**src/rtl/halfpel_sad.sv**
```systemverilog
module halfpel_sad #(
  parameter int PW    = 8,
  parameter int MAX_W = 16,
  parameter int HW    = 8,
  parameter int OUT_W = 16
) (
  input  logic                     clk,
  input  logic                     rst_n,
  input  logic                     start,
  input  logic [1:0]               mode_i,
  input  logic                     wide_i,
  input  logic [HW-1:0]            height_i,
  input  logic                     row_valid,
  output logic                     row_ready,
  input  logic [(MAX_W+1)*PW-1:0]  ref_row,
  input  logic [MAX_W*PW-1:0]      cur_row,
  output logic                     done,
  output logic [OUT_W-1:0]         sad
);
  localparam int HALF  = MAX_W / 2;
  localparam int SUM_W = PW + $clog2(MAX_W) + 1;

  logic                    busy, prime, wide_q;
  logic [1:0]              mode_q;
  logic [HW-1:0]           rows_left;
  logic [(MAX_W+1)*PW-1:0] prev_q;
  logic [OUT_W-1:0]        acc;
  logic [PW-1:0]           ad_v [MAX_W];
  logic [SUM_W-1:0]        row_sum;

  wire          launch = start & ~busy;
  wire [HW-1:0] nrows  = wide_i ? height_i : HW'(HALF);
  wire          beat   = busy & row_valid;

  assign row_ready = busy;
  assign sad       = acc;

  for (genvar x = 0; x < MAX_W; x++) begin : g_pix
    wire [PW-1:0] c  = cur_row[x*PW +: PW];
    wire [PW-1:0] r0 = ref_row[x*PW +: PW];
    wire [PW-1:0] r1 = ref_row[(x+1)*PW +: PW];
    wire [PW-1:0] p0 = prev_q[x*PW +: PW];
    wire [PW-1:0] p1 = prev_q[(x+1)*PW +: PW];
    wire [PW:0]   hs = {1'b0, r0} + {1'b0, r1} + (PW+1)'(1);
    wire [PW:0]   vs = {1'b0, p0} + {1'b0, r0} + (PW+1)'(1);
    wire [PW+1:0] ds = {2'b0, p0} + {2'b0, p1} + {2'b0, r0} + {2'b0, r1} + (PW+2)'(2);
    logic [PW-1:0]      pred;
    logic signed [PW:0] d;
    logic [PW-1:0]      mag;
    always_comb begin
      case (mode_q)
        2'd0:    pred = r0;
        2'd1:    pred = hs[PW:1];
        2'd2:    pred = vs[PW:1];
        default: pred = ds[PW+1:2];
      endcase
      d   = $signed({1'b0, c}) - $signed({1'b0, pred});
      mag = d[PW] ? PW'(-d) : PW'(d);
      ad_v[x] = (wide_q || x < HALF) ? mag : '0;
    end
  end

  always_comb begin
    row_sum = '0;
    for (int x = 0; x < MAX_W; x++) row_sum = row_sum + SUM_W'(ad_v[x]);
  end

  always_ff @(posedge clk or negedge rst_n) begin
    if (!rst_n) begin
      busy      <= 1'b0;
      prime     <= 1'b0;
      wide_q    <= 1'b0;
      mode_q    <= 2'd0;
      rows_left <= '0;
      prev_q    <= '0;
      acc       <= '0;
      done      <= 1'b0;
    end else begin
      done <= 1'b0;
      if (launch) begin
        busy      <= (nrows != '0);
        done      <= (nrows == '0);
        mode_q    <= mode_i;
        wide_q    <= wide_i;
        rows_left <= nrows;
        prime     <= mode_i[1];
        acc       <= '0;
      end else if (beat) begin
        prev_q <= ref_row;
        if (prime) begin
          prime <= 1'b0;
        end else begin
          acc       <= acc + OUT_W'(row_sum);
          rows_left <= rows_left - 1'b1;
          if (rows_left == HW'(1)) begin
            busy <= 1'b0;
            done <= 1'b1;
          end
        end
      end
    end
  end

  assert_done_pulse_R8: assert property (@(posedge clk) disable iff (!rst_n)
    done |=> !done);
  assert_done_not_ready_R8: assert property (@(posedge clk) disable iff (!rst_n)
    done |-> !row_ready);
  assert_zero_rows_R11: assert property (@(posedge clk) disable iff (!rst_n)
    (launch && nrows == '0) |=> (done && !row_ready && sad == '0));
  assert_clear_on_start_R1: assert property (@(posedge clk) disable iff (!rst_n)
    launch |=> (sad == '0));
  assert_prime_no_acc_R3: assert property (@(posedge clk) disable iff (!rst_n)
    (beat && prime) |=> $stable(acc));
  assert_config_hold_R10: assert property (@(posedge clk) disable iff (!rst_n)
    (busy && !done) |=> (!busy || ($stable(mode_q) && $stable(wide_q))));
  assert_idle_no_change_R9: assert property (@(posedge clk) disable iff (!rst_n)
    (!busy && !start) |=> $stable(acc));
endmodule

```
**config.mk**
```make
export PLATFORM = sky130hd
export DESIGN_NAME = halfpel_sad
export DESIGN_NICKNAME = d
export VERILOG_FILES = /design/src/rtl/halfpel_sad.sv
export SDC_FILE = /design/constraint.sdc
export NUM_CORES = 2
export LEC_CHECK = 0
export ABC_AREA = 1
export BUFFER_PORTS_ARGS = -buffer_cell sky130_fd_sc_hd__buf_4
export CORE_ASPECT_RATIO = 0.9
export CORE_UTILIZATION = 30
export DETAILED_ROUTE_END_ITERATION = 7
export GPL_TIMING_DRIVEN = 0
export SLEW_MARGIN = 20
export SYNTH_ARGS = -nofsm -noshare
export SYNTH_HDL_FRONTEND = slang
export SYNTH_SLANG_ARGS = --single-unit
```
**constraint.sdc**
```tcl
create_clock -name clk -period 7.7 [get_ports clk]
set_input_delay 0.385 -clock clk [delete_from_list [all_inputs] [get_ports clk]]
set_output_delay 0.385 -clock clk [all_outputs]
set_load 0.05 [all_outputs]
```
### Word level (Yosys, flattened, before mapping)

Index checks and enable logic that the tools add are counted.

| word-level totals | value |
|---|---|
| input port bits | 279 |
| register bits after elaboration | 166 |
| logic and storage cells | 258 |
| output and inout bits | 18 |

| operators by class | value |
|---|---|
| reduce and logical (&&, ||, !) cells | 8 |
| add/sub/neg operators | 177 |
| bitwise gates (word level) | 4 |
| equality and inequality tests | 4 |
| muxes and demuxes | 57 |

Operators by type and width:

| operator | count |
|---|---|
| $add 8x8->9 | 49 |
| $pmux 8 s3 | 16 |
| $add 9x1->9 const B | 32 |
| $mux 8 | 28 |
| $add 9x8->10 | 17 |
| $add 10x2->10 const B | 16 |
| $add 10x8->10 | 16 |
| $sub 8x8->9 | 16 |
| $add 13x8->13 | 10 |
| $neg 8->8 | 16 |
| $mux 16 | 3 |
| $add 16x13->16 | 1 |
| $add 12x8->13 | 1 |
| $add 11x8->12 | 1 |
| $add 10x8->11 | 1 |
| $mux 1 | 10 |
| $eq 8x1->1 const B | 1 |
| $logic_not 8->1 | 1 |
| $reduce_bool 8->1 | 1 |
| $sub 8x1->8 const B | 1 |
| $reduce_and 2->1 | 2 |
| $reduce_bool 2->1 | 2 |
| $reduce_and 3->1 | 1 |
| $and 1x1->1 | 2 |
| 5 further kinds | 6 |

### Logic depth before layout (Yosys ltp)

| depth | value |
|---|---|
| depth in word-level cells | 27 |
| depth in mapped cells | 46 |
| mapped depth without buffers | 46 |

### Worst setup path after synthesis

OpenSTA, ideal clock, no wires.

| path | value |
|---|---|
| kind | in2reg |
| start | in ref_row[108] |
| end | reg acc[14], in the netlist sad[14] |
| arrival | 7.952 ns |
| setup time | 0.121 ns |
| stages on the path | 37 |
| required time | 7.579 ns |
| path buffers | 0 |
| setup slack | -0.373 ns |
| cells stage by stage | inv_1 -> fa_1 -> fa_1 -> inv_1 -> ha_1 -> a21oi_1 -> nor2_1 -> a211oi_1 -> nand3_1 -> nand3_1 -> nand2_1 -> ha_1 -> a21oi_1 -> o21a_1 -> nand2_1 -> inv_1 -> nand3_1 -> nand3_1 -> fa_1 -> inv_1 -> fa_1 -> fa_1 -> fa_1 -> inv_1 -> fa_1 -> inv_1 -> fa_1 -> ha_1 -> fa_1 -> nand3_1 -> nand2_1 -> nand2_1 -> nand2_1 -> nand2_1 -> nand3_1 -> a21oi_1 -> nor2_1 |

| between the ends | value |
|---|---|
| longest elaborated chain between the ends | 15 |
| elaborated cells on any way between the ends | 29 |
| those cells by class | add/sub (20); mux (9) |

Ends and longest elaborated chain:

| item | RTL line | source |
|---|---|---|
| start, declared | 15 | `input logic [(MAX_W+1)*PW-1:0] ref_row,` |
| $add 10x8->10, or another cell as far along | 46 | `wire [PW+1:0] ds = {2'b0, p0} + {2'b0, p1} + {2'b0, r0} + {2'b0, r1} + (PW+2)'(2);` |
| $add 10x2->10, or another cell as far along | 46 |  |
| $pmux 8 s3 / $add 10x2->10 (equally long branches) | 51, 46 |  |
| $sub 8x8->9 / $pmux 8 s3 (equally long branches) | 57, 51 |  |
| $neg 8->8 / $sub 8x8->9 (equally long branches) | 58, 57 |  |
| $mux 8 / $neg 8->8 (equally long branches) | 58 | `mag = d[PW] ? PW'(-d) : PW'(d);` |
| $mux 8, on equally long branches | 59, 58 |  |
| $add 13x8->13 / $mux 8 (equally long branches) | 65, 59 |  |
| $add 13x8->13 * (3 in a row) | 65 | `for (int x = 0; x < MAX_W; x++) row_sum = row_sum + SUM_W'(ad_v[x]);` |
| $add 16x13->16 * | 93 | `acc <= acc + OUT_W'(row_sum);` |
| $mux 16 * | 90 | `if (prime) begin` |
| $mux 16 * | 88 | `end else if (beat) begin` |
| $mux 16 * | 80 | `if (launch) begin` |
| end signal, assigned | 93 |  |
| end, declared | 27 | `logic [OUT_W-1:0] acc;` |

Mark *: on every way between the ends. The rest lies on a longest branch, timed or not. The select of a mux whose other input is x is not followed.
A chain may end at the register's enable or synchronous reset.

### Final worst setup path

| path | value |
|---|---|
| start | reg mode_q[1] |
| end | reg acc[14], in the netlist sad[14] |

| between the ends | value |
|---|---|
| longest elaborated chain between the ends | 24 |
| elaborated cells on any way between the ends | 94 |
| those cells by class | add/sub (48); eq/ne (2); mux (43); reduce/logical (1) |

Ends and longest elaborated chain:

| item | RTL line | source |
|---|---|---|
| start, declared | 24 | `logic [1:0] mode_q;` |
| start signal, assigned | 83 | `mode_q <= mode_i;` |
| $eq 2x2->1, or another cell as far along | 51 | `case (mode_q)` |
| $pmux 8 s3 | 51 |  |
| $sub 8x8->9 | 57 | `d = $signed({1'b0, c}) - $signed({1'b0, pred});` |
| $neg 8->8 | 58 |  |
| $mux 8 | 58 |  |
| $add 8x8->9 | 65 |  |
| $add 9x8->10 | 65 |  |
| $add 10x8->11 | 65 |  |
| $add 11x8->12 | 65 |  |
| $add 12x8->13 | 65 |  |
| $add 13x8->13 (9 in a row) | 65 |  |
| $add 13x8->13 * | 65 |  |
| $add 16x13->16 * | 93 |  |
| $mux 16 * | 90 |  |
| $mux 16 * | 88 |  |
| $mux 16 * | 80 |  |

Marked as above.

==> summary.md <==
| Metric | Value |
|---|---|
| Io pins | 297 |
| Buffers on Ports | 296 |
| Crit path max fanout | 11 |
| GP Congestion | 0.985 |
| Least-Margin Pin Slew | 1.27 ns |
| Met2 wire len | 86600 um |
| Largest net degree at the start of global routing | 78 |
| Main combinational cell family by area after synthesis | adder cells |
| Drt drc | 0 |
| Core region area | 144000 um^2 |
| Period utilisation layout | 108% |
| Met1 wire length | 81100 um |
| Critical Path End Type | register |
| Antenna violations before repair | 22 |
| Synth Register Bits | 166 |
| Adder-cell share of the synthesized area | 34.7% |
| Die height | 364 um |
| Final worst slack | -0.601 ns |
| Layout net count | 8217 |
| Grt total ovfl | 0 |
| Post-synthesis sequential area ratio | 9.49% |
| Max_cap viols | 0 |
| Final Hold Fails | 0 |
| Required time of the critical path | 8.16 ns |
| Cell with the most instances after synthesis | nand2_1 |
| Synth Net Count | 7728 |
| Avg Cell Area, Syn | 6.76 um^2 |
| WL/cell | 22.0 um |
| Area Overhead vs Synth | 24.2% |
| Outcome | finished, violations left |
| RSZ-0062 raised after global routing | yes |
| EDFF count, synth | 0 |
| # H-tree levels | 4 |
| Max_slew headroom | 15.6% |
| Crit start category | register |
| Die area | 147000 um^2 |
| Worst Path Arrival | 8.76 ns |
| Final Routed Wirelength | 197000 um |
| Drt pass-1 iters | 6 |
| Vias in the first global route | 44300 |
| Root Buffer | clkbuf_16 |
| Max Transition Viols Final | 0 |
| Post-synthesis cell count | 6477 |
| Hold Crit Class | in2reg |
| Mux share of post-synthesis cell area | 0.952% |
| CP max-delay cell | fa_2 |
| F_max | 0.120 GHz |
| Simple-gate share of the synthesized area | 28.1% |
| Minimum clock period | 8.30 ns |
| Top post-synthesis cells by area | fa_1 19%, ha_1 16%, nand2_1 14% |
| Row count | 132 |
| Buf+Inv Stages, Crit Path | 9 |
| Starting Density | 30.3% |
| Antenna-violating nets left | 0 |
| Clk buf depth | 2 |
| Starting DRT DRC Count | 4705 |
| Synth top area share | 18.5% |
| Clock skew | 0.0228 ns |
| Ys async rst share | 100% |
| CTS tree | built |
| Final HPWL DP | 157000 um |
| Final setup fails | 13 |
| Top Layer Used | met5 |
| Syn Std Cell Area | 43800 um^2 |
| Layout cells sized above 1 | 20.4% |
| Synth Warn # | 0 |
| Crit Path Class | reg2reg |
| Failing checks | negative setup slack |
| XOR/XNOR Fraction of Synth Area | 1.62% |
| Total number of vias | 47000 |
| Global-route wire length before repair | 283000 um |
| Yosys top cell by area | fa_1 |
| Worst skew pair latency | 0.58 ns |
| Worst-path clk slew | 0.09 ns |
| Met3 Wirelength | 20300 um |
| # clock sinks | 166 |
| CP peak stage delay | 0.69 ns |
| Yosys cell types | 41 |
| Synth Area in Compound Gates | 14.3% |
| Vias per inst | 5.26 |
| Num CTS Buffers | 17 |
| Worst path top cell family by delay | adder cells |
| Worst path most repeated cell | nand3_2 |
| Commonest cells in the netlist | 1620 x nand2_1, 1134 x inv_1, 648 x nand3_1 |
| Most used flip-flop cell after synthesis | dfrtp_1 |
| Gr usage total | 26.1% |
| Hold_ws | 0.0732 ns |
| Die Wd | 405 um |
-- layer usage --
metal,up-vias,GRT usage [%]
met3,372,5.96
li1,22300,-
met5,-,0
met1,22300,34.3
met4,12,11.1
met2,2049,41.0
-- placed cells by master, fill, tap and decap left out, types with 20 or more instances in the layout --
cell / Yosys / final
ha_2: 0 / 33
fa_2: 0 / 56
mux2_2: 37 / 37
ha_1: 567 / 412
inv_1: 1134 / 1027
xnor2_1: 52 / 46
nor3_1: 35 / 35
nand3b_1: 74 / 74
clkinvlp_4: 0 / 20
ha_4: 0 / 122
nand2_1: 1620 / 1494
clkbuf_2: 0 / 22
o21ai_1: 36 / 43
a21oi_1: 552 / 451
o211ai_1: 30 / 30
xor2_1: 29 / 24
dfrtp_1: 166 / 120
nand3_1: 648 / 580
nand2_2: 1 / 107
nor2_1: 312 / 279
nor2_2: 0 / 29
inv_2: 5 / 88
o2111ai_1: 35 / 35
dfrtp_2: 0 / 46
or2_2: 52 / 47
fa_1: 405 / 349
clkbuf_1: 52 / 30
o21bai_1: 34 / 29
nand2_4: 0 / 20
nand4_1: 102 / 102
a21oi_4: 0 / 23
o21ai_0: 284 / 240
a21oi_2: 0 / 78
buf_4: 1 / 477
o21ai_2: 0 / 31
nand3_2: 0 / 65
o21a_1: 68 / 68
-- layout make-up --
cell class	instances	area, um^2
timing repair buffer	470	3710
buffer	101	561
antenna	12	30.0
clock inverter	14	141
fill	15300	90000
multi-input combinational	5070	38500
inverter	1140	4360
tap	1943	2430
clock buffer	18	439
sequential	166	4210
-- sequential cells by signal (all words and copies together) (netlist names) --
name,flops
prev_q,136
sad,16
rows_left,8
mode_q,2
done,1
prime,1
row_ready,1
wide_q,1
-- worst paths after layout --
kind	slack [ns]	start	to	depth (start not counted)
worst min register to register	0.49	prev_q[133]$_DFFE_PN0P_	prev_q[133]$_DFFE_PN0P_	2
worst min-delay path	0.07	mode_i[0]	mode_q[0]$_DFFE_PN0P_	3
max in group asynchronous	6.61	rst_n	prev_q[36]$_DFFE_PN0P_	3
min in group asynchronous	0.22	rst_n	prev_q[98]$_DFFE_PN0P_	2
worst max-delay path	-0.60	mode_q[1]$_DFFE_PN0P_	sad[14]$_DFFE_PN0P_	36
worst max register to register	-0.60	mode_q[1]$_DFFE_PN0P_	sad[14]$_DFFE_PN0P_	36
-- metrics by stage --
stage          setup WS (ns)  util [%]  setup TNS [ns]  instance area [um^2]  std cells
4_1_cts               -0.533      36.4           -4.89                 52500       8861
5_1_grt               -0.845      37.7           -8.94                 54400       8930
3_3_place_gp           -1.35      34.1          -15.48                 49200       8716
6_report              -0.601      37.7           -6.02                 54400       8934
2_1_floorplan        -0.0112         -         -0.0126                 44500       6477
3_5_place_dp           -1.33      34.2          -15.46                 49400       8723
-- repair_timing --
item	CTS	global route
hold buffers	1	0
buffers inserted	105	61
endpoints found under the setup margin	14	14
hold endpoints to repair	45	0
pin swaps	203	186
gates resized for setup	456	325
-- logic make-up (layout without fill, tap and decap cells) --
kind of cell | after synthesis | count (layout)
AO/OA/AOI/OAI | 1122 | 1122
buffers and inverters | 1241 | 1743
XOR/XNOR | 81 | 81
AND/OR/NAND/NOR | 2858 | 2858
other | 0 | 12
flip-flops | 166 | 166
multiplexers | 37 | 37
adder cells (fa/ha/maj) | 972 | 972
-- tightest hold or removal path: cells and delay by family --
family | cells | cell delay, ns
AOI/OAI and AO/OA | 1 | 0.06
buffers and inverters | 1 | 0.11
and+or+nand+nor | 1 | 0.05
Power is not shown: default switching activity piles up to over one toggle a cycle in this logic, so the estimate is an artifact.
